===== config.mk =====
export PLATFORM = sky130hd
export DESIGN_NAME = vreg_supervisor
export DESIGN_NICKNAME = d
export VERILOG_FILES = /design/src/rtl/sup_pkg.sv /design/src/rtl/sup_qualifier.sv /design/src/rtl/sup_pg_timer.sv /design/src/rtl/sup_sequencer.sv /design/src/rtl/vreg_supervisor.sv
export SDC_FILE = /design/constraint.sdc
export NUM_CORES = 1
export LEC_CHECK = 0
export ABC_CLOCK_PERIOD_IN_PS = 3600
export BUFFER_PORTS_ARGS = -buffer_cell sky130_fd_sc_hd__buf_2
export CORE_MARGIN = 2
export CORE_UTILIZATION = 55
export DETAILED_ROUTE_END_ITERATION = 6
export PLACE_DENSITY = 0.74
export SYNTH_ARGS = -nofsm -noshare
export SYNTH_HDL_FRONTEND = slang
export SYNTH_HIERARCHICAL = 1
export SYNTH_SLANG_ARGS = --single-unit

===== constraint.sdc =====
create_clock -name clk -period 3.6 [get_ports clk]
set_input_delay 1.08 -clock clk [delete_from_list [all_inputs] [get_ports clk]]
set_output_delay 1.08 -clock clk [all_outputs]
set_load 0.02 [all_outputs]

===== src/rtl/sup_pkg.sv =====
package sup_pkg;
    typedef enum logic [2:0] {
        ST_IDLE  = 3'd0,
        ST_EDLY  = 3'd1,
        ST_SOFT  = 3'd2,
        ST_REG   = 3'd3,
        ST_HICC  = 3'd4,
        ST_THERM = 3'd5
    } sup_state_e;
endpackage


===== src/rtl/sup_qualifier.sv =====
module sup_qualifier #(
    parameter int QUAL_TICKS = 11
) (
    input  logic clk,
    input  logic rst_n,
    input  logic tick,
    input  logic raw,
    input  logic blank,
    output logic qual,
    output logic event_pulse
);
    localparam int CW = $clog2(QUAL_TICKS + 1);

    typedef struct packed {
        logic [CW-1:0] cnt;
        logic          q;
        logic          ev;
    } qreg_t;

    qreg_t r_d, r_q;

    always_comb begin
        r_d    = r_q;
        r_d.ev = 1'b0;
        if (!raw || blank) begin
            r_d.cnt = '0;
            r_d.q   = 1'b0;
        end else if (tick && !r_q.q) begin
            if (r_q.cnt == CW'(QUAL_TICKS - 1)) begin
                r_d.q  = 1'b1;
                r_d.ev = 1'b1;
            end else begin
                r_d.cnt = r_q.cnt + 1'b1;
            end
        end
    end

    always_ff @(posedge clk or negedge rst_n) begin
        if (!rst_n) r_q <= '0;
        else        r_q <= r_d;
    end

    assign qual        = r_q.q;
    assign event_pulse = r_q.ev;

    p_blank_clears_r4: assert property (@(posedge clk) disable iff (!rst_n)
        blank |=> !qual);
    p_event_on_rise_r5: assert property (@(posedge clk) disable iff (!rst_n)
        event_pulse |-> (qual && !$past(qual)));
    p_needs_raw_r2: assert property (@(posedge clk) disable iff (!rst_n)
        !raw |=> !qual);
endmodule


===== src/rtl/sup_pg_timer.sv =====
module sup_pg_timer #(
    parameter int PG_DELAY = 256
) (
    input  logic clk,
    input  logic rst_n,
    input  logic tick,
    input  logic in_reg,
    input  logic window_bad,
    output logic released
);
    localparam int PW = $clog2(PG_DELAY + 1);

    logic [PW-1:0] cnt_d, cnt_q;

    always_comb begin
        cnt_d = cnt_q;
        if (!in_reg || window_bad)
            cnt_d = '0;
        else if (tick && cnt_q != PW'(PG_DELAY))
            cnt_d = cnt_q + 1'b1;
    end

    always_ff @(posedge clk or negedge rst_n) begin
        if (!rst_n) cnt_q <= '0;
        else        cnt_q <= cnt_d;
    end

    assign released = (cnt_q == PW'(PG_DELAY));

    p_window_restart_r3: assert property (@(posedge clk) disable iff (!rst_n)
        (window_bad || !in_reg) |=> !released);
endmodule


===== src/rtl/sup_sequencer.sv =====
module sup_sequencer
    import sup_pkg::*;
#(
    parameter int EN_DLY       = 308,
    parameter int HICCUP_TICKS = 8800
) (
    input  logic       clk,
    input  logic       rst_n,
    input  logic       tick,
    input  logic       en,
    input  logic       ot_trip,
    input  logic       ot_clear,
    input  logic       ss_done,
    input  logic       below_half,
    input  logic       ilim,
    output sup_state_e state,
    output logic       run,
    output logic       ss_start,
    output logic       ev_oc,
    output logic       ev_ot
);
    localparam int MAXC = (EN_DLY > HICCUP_TICKS) ? EN_DLY : HICCUP_TICKS;
    localparam int TW   = $clog2(MAXC + 1);

    typedef struct packed {
        sup_state_e    st;
        logic [TW-1:0] tmr;
        logic          ss;
        logic          oc;
        logic          ot;
    } seq_t;

    seq_t s_d, s_q;

    always_comb begin
        s_d    = s_q;
        s_d.ss = 1'b0;
        s_d.oc = 1'b0;
        s_d.ot = 1'b0;
        if (!en) begin
            s_d.st  = ST_IDLE;
            s_d.tmr = '0;
        end else begin
            unique case (s_q.st)
                ST_IDLE: begin
                    s_d.st  = ST_EDLY;
                    s_d.tmr = '0;
                end
                ST_EDLY: begin
                    if (ot_trip) begin
                        s_d.st = ST_THERM;
                        s_d.ot = 1'b1;
                    end else if (tick) begin
                        if (s_q.tmr == TW'(EN_DLY - 1)) begin
                            s_d.st  = ST_SOFT;
                            s_d.tmr = '0;
                            s_d.ss  = 1'b1;
                        end else begin
                            s_d.tmr = s_q.tmr + 1'b1;
                        end
                    end
                end
                ST_SOFT: begin
                    if (ot_trip) begin
                        s_d.st = ST_THERM;
                        s_d.ot = 1'b1;
                    end else if (ss_done) begin
                        s_d.st = ST_REG;
                    end
                end
                ST_REG: begin
                    if (ot_trip) begin
                        s_d.st = ST_THERM;
                        s_d.ot = 1'b1;
                    end else if (below_half && ilim) begin
                        s_d.st  = ST_HICC;
                        s_d.tmr = '0;
                        s_d.oc  = 1'b1;
                    end
                end
                ST_HICC: begin
                    if (ot_trip) begin
                        s_d.st = ST_THERM;
                        s_d.ot = 1'b1;
                    end else if (tick) begin
                        if (s_q.tmr == TW'(HICCUP_TICKS - 1)) begin
                            s_d.st  = ST_SOFT;
                            s_d.tmr = '0;
                            s_d.ss  = 1'b1;
                        end else begin
                            s_d.tmr = s_q.tmr + 1'b1;
                        end
                    end
                end
                ST_THERM: begin
                    if (ot_clear) begin
                        s_d.st  = ST_EDLY;
                        s_d.tmr = '0;
                    end
                end
                default: begin
                    s_d.st  = ST_IDLE;
                    s_d.tmr = '0;
                end
            endcase
        end
    end

    always_ff @(posedge clk or negedge rst_n) begin
        if (!rst_n) begin
            s_q     <= '0;
            s_q.st  <= ST_IDLE;
        end else begin
            s_q <= s_d;
        end
    end

    assign state    = s_q.st;
    assign run      = (s_q.st == ST_SOFT) || (s_q.st == ST_REG);
    assign ss_start = s_q.ss;
    assign ev_oc    = s_q.oc;
    assign ev_ot    = s_q.ot;

    p_en_low_idle_r10: assert property (@(posedge clk) disable iff (!rst_n)
        !en |=> (state == ST_IDLE));
    p_hiccup_from_reg_r8: assert property (@(posedge clk) disable iff (!rst_n)
        ev_oc |-> (state == ST_HICC && $past(state) == ST_REG));
    p_thermal_stops_r9: assert property (@(posedge clk) disable iff (!rst_n)
        ev_ot |-> (!run && state == ST_THERM));
    p_restart_pulse_r7: assert property (@(posedge clk) disable iff (!rst_n)
        ss_start |-> (state == ST_SOFT && $past(state) != ST_SOFT));
endmodule


===== src/rtl/vreg_supervisor.sv =====
module vreg_supervisor
    import sup_pkg::*;
#(
    parameter int QUAL_TICKS   = 11,
    parameter int PG_DELAY     = 256,
    parameter int EN_DLY       = 308,
    parameter int HICCUP_TICKS = 8800
) (
    input  logic clk,
    input  logic rst_n,
    input  logic tick,
    input  logic en,
    input  logic ov_raw,
    input  logic uv_raw,
    input  logic below_half,
    input  logic ilim,
    input  logic ot_trip,
    input  logic ot_clear,
    input  logic slewing,
    input  logic ss_done,
    output logic pg_pull_low,
    output logic run,
    output logic ss_start,
    output logic ev_ov,
    output logic ev_uv,
    output logic ev_oc,
    output logic ev_ot
);
    localparam int NCH = 2;

    logic [NCH-1:0] raw_v, qual_v, ev_v;
    sup_state_e     state;
    logic           pg_ok;

    assign raw_v = {uv_raw, ov_raw};

    for (genvar g = 0; g < NCH; g++) begin : g_chan
        sup_qualifier #(.QUAL_TICKS(QUAL_TICKS)) u_qual (
            .clk        (clk),
            .rst_n      (rst_n),
            .tick       (tick),
            .raw        (raw_v[g]),
            .blank      (slewing),
            .qual       (qual_v[g]),
            .event_pulse(ev_v[g])
        );
    end

    sup_sequencer #(.EN_DLY(EN_DLY), .HICCUP_TICKS(HICCUP_TICKS)) u_seq (
        .clk       (clk),
        .rst_n     (rst_n),
        .tick      (tick),
        .en        (en),
        .ot_trip   (ot_trip),
        .ot_clear  (ot_clear),
        .ss_done   (ss_done),
        .below_half(below_half),
        .ilim      (ilim),
        .state     (state),
        .run       (run),
        .ss_start  (ss_start),
        .ev_oc     (ev_oc),
        .ev_ot     (ev_ot)
    );

    sup_pg_timer #(.PG_DELAY(PG_DELAY)) u_pg (
        .clk       (clk),
        .rst_n     (rst_n),
        .tick      (tick),
        .in_reg    (state == ST_REG),
        .window_bad(|qual_v),
        .released  (pg_ok)
    );

    assign pg_pull_low = !(pg_ok && state == ST_REG);
    assign ev_ov       = ev_v[0];
    assign ev_uv       = ev_v[1];

    p_pg_only_running_r3: assert property (@(posedge clk) disable iff (!rst_n)
        !pg_pull_low |-> run);
    p_pg_drops_on_fault_r3: assert property (@(posedge clk) disable iff (!rst_n)
        (ev_ov || ev_uv) |=> pg_pull_low);
endmodule


==> flow_summary.json <==
{
  "status": "finished clean",
  "post-cts-setup-buffers": 0,
  "grt_pass1_wl_mm": 8.98,
  "synth_edf_count": 0,
  "holdWs_ps": 512,
  "multi_input_area_um2": 1380,
  "antenna_found_initial": 0,
  "io_pins": 19,
  "cts_tree": "yes",
  "std_cell_rows": 24,
  "cts_resized": 0,
  "syn_area_per_cell_um2": 9.04,
  "area_delta_synth_final_pct": 7.49,
  "hold_path.class": "flip-flop to flip-flop",
  "initial_utilization": 0.575,
  "wirelength_mm": 5.06,
  "yosys_warnings": 6,
  "min_period_ps": 2920,
  "fin_skew_ps": 13.4,
  "path_clk_slew_ps": 80,
  "grt_pass1_vias": 1918,
  "fin_nets": 311,
  "startpoint_type": "flip-flop",
  "regArea_um2": 1030,
  "avgRoutedWirePerCell_um": 14.7,
  "via_per_inst": 6.25,
  "critPathMaxFanout": 5,
  "finalCritPeriodShare": 0.812,
  "r2r_slack_ps": 1020,
  "drt-pass1-iter-count": 4,
  "fin_setup_tns_ps": 0,
  "core_area_um2": 4380,
  "pre_cts_slack_ps": 686,
  "htreeDepth": 2,
  "cts_num_sinks": 41,
  "hpwl_mm": 3.54,
  "die_x_um": 71.7,
  "antenna_cells": 0,
  "max-cap-violations": 0,
  "clock_latency_ps": 290,
  "rsz0062_at_grt": "false",
  "cts-root-buf": "clkbuf_8",
  "synthCells": 279,
  "drc": 0,
  "path_class": "flip-flop to primary output",
  "power-per-cell-area_nw_per_um2": 356,
  "required_ps": 2520,
  "syn_nets": 298,
  "synth-main-ff-cell": "dfrtp_1",
  "postSynth.asyncResetShare": 1.00,
  "drive_above_1_share": 0.130,
  "power_mw": 0.966,
  "die_h_um": 71.7,
  "slew_headroom": 0.404,
  "cts_hold_buf": 0,
  "fmax_mhz": 342,
  "die_area_um2": 5140,
  "leakagePower_nw": 1.16,
  "hold_viol_final": 0,
  "drv_slew": 0,
  "synth_seq_cells": 41,
  "setup_slack_ps": 678,
  "cp.arrival_ps": 1840,
  "grt_usage": 0.216,
  "synth-seq-area-share": 0.407,
  "worst_pin_slew_ps": 894,
  "netlist_area_um2": 2520,
  "ant_nets": 0,
  "numCtsBuffers": 5,
  "synthDistinctLibCells": 57,
  "first_iter_violations": 123,
  "ir_drop_uv": 201,
  "gp_congestion": 0.855,
  "vias": 2149,
  "crit_path_end_kind": "primary output",
  "grt_start_max_net_pins": 42,
  "setup_violations": 0,
  "portBuffers": 18,
  "fillers": 402,
  "clockBufferDepth": 2,
  "overflow": 0
}
==> layer usage <==
layer	share of wire	GRT usage	wire length (um)
met5	0	0	0
met4	0.0049	0.0503	25
met3	0.040	0.0338	202
met2	0.47	0.351	2390
met1	0.48	0.305	2440
==> report_power, final <==
group / switching, mW / internal, mW
sequential: 0.0212 / 0.467
clock: 0.155 / 0.202
combinational: 0.0731 / 0.0484
total: 0.249 / 0.717
==> layout make-up <==
cell class,instances,share of cell area
tap,52,0.0240
clock inverter,2,0.0129
timing repair buffer,20,0.0388
multi-input combinational,216,0.509
clock buffer,5,0.0254
inverter,8,0.0111
sequential,41,0.378
==> worst max-delay path, stage by stage, from the launching register on <==
cell and delay [ps]:
dfrtp_1 430, inv_1 90, ha_1 140, nor4b_1 400, and2_1 200, nand4b_1 90
buf_2 190
==> logic make-up (layout without fill, tap and decap cells) <==
family | after synthesis | count (layout) | share of synthesized area
AND/OR/NAND/NOR | 124 | 124 | 0.281
AO/OA/AOI/OAI | 77 | 77 | 0.201
flip-flops | 41 | 41 | 0.407
buffers and inverters | 22 | 35 | 0.0456
adder cells (fa/ha/maj) | 7 | 7 | 0.0347
multiplexers | 5 | 5 | 0.0203
XOR/XNOR | 3 | 3 | 0.0104
==> cells in the mapped netlist, drive strengths merged (6+ instances only) <==
cell,number,area share
nand2,28,0.042
a21oi,23,0.046
nand3,13,0.028
nand2b,12,0.030
dfrtp,41,0.41
inv,8,0.012
or3,8,0.021
o21ai,15,0.030
a31oi,14,0.035
nor2,19,0.028
ha,7,0.035
buf,10,0.028
nor3,6,0.012
==> stage by stage <==
step,utilization,cells,area [um^2]
2_1_floorplan,-,279,2520
3_3_place_gp,0.595,337,2610
3_5_place_dp,0.595,337,2610
4_1_cts,0.618,344,2710
5_1_grt,0.618,344,2710
6_report,0.618,344,2710
==> layout by cell type (no fill, tap or decap), drive strengths merged, types with 3 or more instances in the layout <==
master	n
mux2i	4
dfrtp	41
nor3	6
ha	7
inv	8
buf	20
or3	8
nand3	13
nand4	5
nand2b	12
a31oi	14
or4	5
nor2	19
o21ai	15
and3	5
clkbuf	5
a21oi	23
nor4b	3
nand2	28
a41oi	3
xor2	3
and3b	3
nor4	4
==> registers in the layout, indices dropped and copies added, names as in the netlist <==
register / cells
g_chan.u_qual/event_pulse: 2
g_chan.u_qual/qual: 2
g_chan.u_qual/r_q: 8
u_pg/cnt_q: 9
u_seq/ev_oc: 1
u_seq/ev_ot: 1
u_seq/s_q: 14
u_seq/ss_start: 1
u_seq/state: 3
==> worst paths after layout <==
path,from,end,depth (start not counted)
setup / recovery,u_pg/cnt_q[0],pg_pull_low,6
hold / removal,g_chan[1].u_qual/r_q[4],g_chan[1].u_qual/event_pulse,1
setup reg to reg,u_seq/s_q[3],u_seq/s_q[13],7
hold reg to reg,g_chan[1].u_qual/r_q[4],g_chan[1].u_qual/event_pulse,1
max in group asynchronous,rst_n,u_seq/s_q[8],1
min in group asynchronous,rst_n,u_pg/cnt_q[0],1
No activity file was read; power rests on OpenSTA's default activity.
